`config.mk`:
```
export PLATFORM = sky130hd
export DESIGN_NAME = sar_seq
export DESIGN_NICKNAME = d
export VERILOG_FILES = /design/src/rtl/sar_seq.sv
export SDC_FILE = /design/constraint.sdc
export NUM_CORES = 1
export LEC_CHECK = 0
export BUFFER_PORTS_ARGS = -buffer_cell sky130_fd_sc_hd__buf_2
export CORE_MARGIN = 5
export CORE_UTILIZATION = 39
export CTS_CLUSTER_SIZE = 40
export DETAILED_ROUTE_END_ITERATION = 10
export PLACE_DENSITY = 0.72
export SLEW_MARGIN = 10
export SYNTH_ARGS = -nofsm -noshare
export SYNTH_HDL_FRONTEND = slang
export SYNTH_SLANG_ARGS = --single-unit
export TNS_END_PERCENT = 30
```
`constraint.sdc`:
```
create_clock -name clk -period 4.3 [get_ports clk]
set_input_delay 0 -clock clk [delete_from_list [all_inputs] [get_ports clk]]
set_output_delay 0 -clock clk [all_outputs]
set_load 0.02 [all_outputs]
```
`src/rtl/sar_seq.sv`:
```
module sar_seq #(
  parameter int NBITS = 14
) (
  input  logic             clk,
  input  logic             rst_n,
  input  logic             cnv_start,
  input  logic             cmp_above,
  output logic             busy,
  output logic             core_en,
  output logic             samp_sw_p,
  output logic             samp_sw_n,
  output logic [NBITS-1:0] elem_on_in,
  output logic [NBITS-1:0] elem_ref_p,
  output logic [NBITS-1:0] elem_ref_n,
  output logic [NBITS-1:0] code
);
  localparam int BW = $clog2(NBITS);
  localparam logic [NBITS-1:0] TOP = {1'b1, {(NBITS-1){1'b0}}};

  typedef enum logic [2:0] {S_ACQ, S_OPEN, S_XFER, S_SETTLE, S_SAMPLE} st_t;

  st_t              st;
  logic [BW-1:0]    bitp;
  logic [NBITS-1:0] trial, kept, next_trial, code_q;
  logic             busy_q;

  always_comb begin
    kept = trial;
    if (!cmp_above) kept[bitp] = 1'b0;
    next_trial = kept | ((NBITS'(1) << bitp) >> 1);
  end

  always_ff @(posedge clk or negedge rst_n) begin
    if (!rst_n) begin
      st     <= S_ACQ;
      bitp   <= '0;
      trial  <= '0;
      code_q <= '0;
      busy_q <= 1'b0;
    end else begin
      case (st)
        S_ACQ: if (cnv_start) begin
          st     <= S_OPEN;
          busy_q <= 1'b1;
        end
        S_OPEN: st <= S_XFER;
        S_XFER: begin
          st    <= S_SETTLE;
          bitp  <= BW'(NBITS-1);
          trial <= TOP;
        end
        S_SETTLE: st <= S_SAMPLE;
        S_SAMPLE: begin
          if (bitp == '0) begin
            code_q <= kept;
            trial  <= '0;
            busy_q <= 1'b0;
            st     <= S_ACQ;
          end else begin
            trial <= next_trial;
            bitp  <= bitp - 1'b1;
            st    <= S_SETTLE;
          end
        end
        default: st <= S_ACQ;
      endcase
    end
  end

  assign busy       = busy_q;
  assign core_en    = (st != S_ACQ);
  assign samp_sw_p  = (st == S_ACQ);
  assign samp_sw_n  = (st == S_ACQ);
  assign elem_on_in = {NBITS{st == S_ACQ || st == S_OPEN}};
  assign elem_ref_p = trial;
  assign elem_ref_n = trial;
  assign code       = code_q;
endmodule

```
==> run metrics <==
PwrDens 556 nW/um2; largest cells by area after synthesis dfrtp_1, buf_4, ha_1; syn_nets 230; syn avg cell area 9.87 um2; CTS Buffer Depth 2; met3 wire length 373 um; final worst slack 1.81 ns; Synth top area share 41.9%; Worst Max-Slew Pin Slew 0.783 ns; pre-CTS WS 1.86 ns; EDFF count, synth 0; ranking of synthesized cells by instance count dfrtp_1, buf_4, o21ai_0; Layout Skew 0.00574 ns; PortBufs 63; Lkg Pwr 1.07 nW; Detailed Routing Iterations Pass 1 4; Finished Core Util 43.8%; Mapped Area 2150 um2; cell taking the most area after synthesis dfrtp_1; Row Count 27; Setup TNS Final 0 ns; Die H 84.3 um; total power 1.32 mW; Critical Path RT 4.47 ns; first-pass GRT wire length 8680 um; gp weighted congestion 0.847; Resized cells post-CTS 0; final setup violation count 0; HP Class input port to register; Via density 5.48; drt drc 0; RSZ-0062 raised after global routing no; Ys Warns 0; routed wl met2 2460 um; Die ar. 7100 um2; max-cap check violation count 0; largest fanout on the critical path 17; largest net degree at the start of global routing 37; FFs w/ async S/R, synth 100%; Seq cells post-synth 36; Core Footprint 5440 um2; status finished, final reports clean; number of H-tree levels 2; Setup crit end kind register; Clk Latency, worst-skew pair 0.29 ns; total CTS buffers 5; Die Wd 84.3 um; Yosys cell types 51; vias in the first global route 1722; Syn Inst Count 218; maximum vdd ir drop 0.363 mV; fin crit share 57.8%; Post-Route WL 5120 um; top-count cell post-synth dfrtp_1; Slew Viols, Final 0; part of the Yosys area used for sequential elements 41.9%; Crit Path Category register to register; CP Launch Type register; clk slew on worst S/H paths 0.07 ns; clock sink count 36; via count 1758; initial core utilization 39.6%; Top FF cell, synth dfrtp_1; Period minus WS final 2.49 ns; Layout Cells excl Fill 321; GRT Total Usage 14.9%; CTS root buffer clkbuf_8; ANT nets after route 0; Inst Count DP 311; Worst EP arrival 2.66 ns; io pins 64; total congestion overflow 0; CTS tree done; layout cell share with drive strength beyond 1 32.1%; slew margin rel. 47.8%; synth-to-layout area growth 10.6%; Metal-1 WL 2230 um; f_max 402 MHz; antenna violations before repair 0; Fin. Hold Viols 0; DPL Wire Length 3680 um; antenna cells 0; Avg WL per Cell 16.0 um; DRT iter0 DRCs 96; top sig layer met4; Layout Nets 260
==> layer usage <==
layer | track usage [%] | up-vias
li1 | - | 819
met1 | 19.1 | 862
met2 | 24.5 | 68
met3 | 3.93 | 9
met4 | 4.53 | 0
met5 | 0 | -
==> critical path: stages, from the launching register on <==
cell and delay, ns:
dfrtp_1 0.47, inv_1 0.17, ha_1 0.28, nand4bb_1 0.59
nor2_1 0.49, mux2_2 0.38
==> logic make-up (layout without fill, tap and decap cells) <==
| group | after synthesis | after routing | synth area share, % |
|---|---|---|---|
| compound gates | 70 | 70 | 22.4 |
| xor+xnor | 1 | 1 | 0.407 |
| fa+ha+maj | 8 | 8 | 4.65 |
| buf+inv | 52 | 83 | 15.1 |
| flops | 36 | 36 | 41.9 |
| mux | 3 | 3 | 1.57 |
| simple gates | 48 | 48 | 14.1 |
==> power breakdown <==
part	internal, mW	switching [mW]
logic	0.206	0.414
clock network	0.131	0.114
registers	0.373	0.0864
==> final cells by class <==
| type | count | area [um2] |
|---|---|---|
| sequential | 36 | 901 |
| multi-input combinational | 130 | 927 |
| fill | 537 | 3060 |
| inverter | 10 | 37.5 |
| timing repair buffer | 65 | 335 |
| tap | 72 | 90.1 |
| clock buffer | 8 | 90.1 |
==> worst paths after layout <==
kind | start | to | slack, ns | cells after the start
worst max-delay path | bitp[0] | code[1] | 1.81 | 5
worst min-delay path | cmp_above | code[0] | 0.08 | 3
worst max register to register | bitp[0] | code[1] | 1.81 | 5
worst min register to register | code[7] | code[7] | 0.51 | 2
max in group asynchronous | rst_n | elem_ref_n[9] | 3.47 | 2
min in group asynchronous | rst_n | code[11] | 0.33 | 2
==> state kept, by name, indices dropped and copies added, names as in the netlist <==
signal and count:
code 14, elem_ref_n 14, bitp 4, st 3, busy 1
==> metrics by stage <==
step / cell area (um2) / hold WS [ns]
6_report: 2380 / 0.0795
5_1_grt: 2380 / 0.0818
4_1_cts: 2380 / 0.0664
3_5_place_dp: 2270 / 0.131
3_3_place_gp: 2270 / 0.122
2_1_floorplan: 2150 / -0.296
==> cells in the final DEF (no fill, tap or decap), types with 3 or more instances in the layout <==
cell / synthesis / routed
buf_2: 7 / 63
dfrtp_1: 36 / 36
o21ai_0: 17 / 17
nor2_1: 10 / 10
inv_1: 9 / 9
nand2_1: 9 / 9
o21ai_1: 9 / 9
ha_1: 8 / 8
a21oi_1: 7 / 7
o211ai_1: 6 / 6
clkbuf_8: 0 / 6
nor2b_1: 5 / 5
o41ai_1: 5 / 5
nand3_1: 4 / 4
o2bb2ai_1: 4 / 4
a21o_1: 3 / 3
or4bb_1: 3 / 3
a22oi_1: 3 / 3
==> repair_timing <==
item	CTS	global route
hold endpoints to repair	37	0
buffers inserted	0	0
hold buffers	2	0
Note: power is estimated with default switching activity, not from simulation.
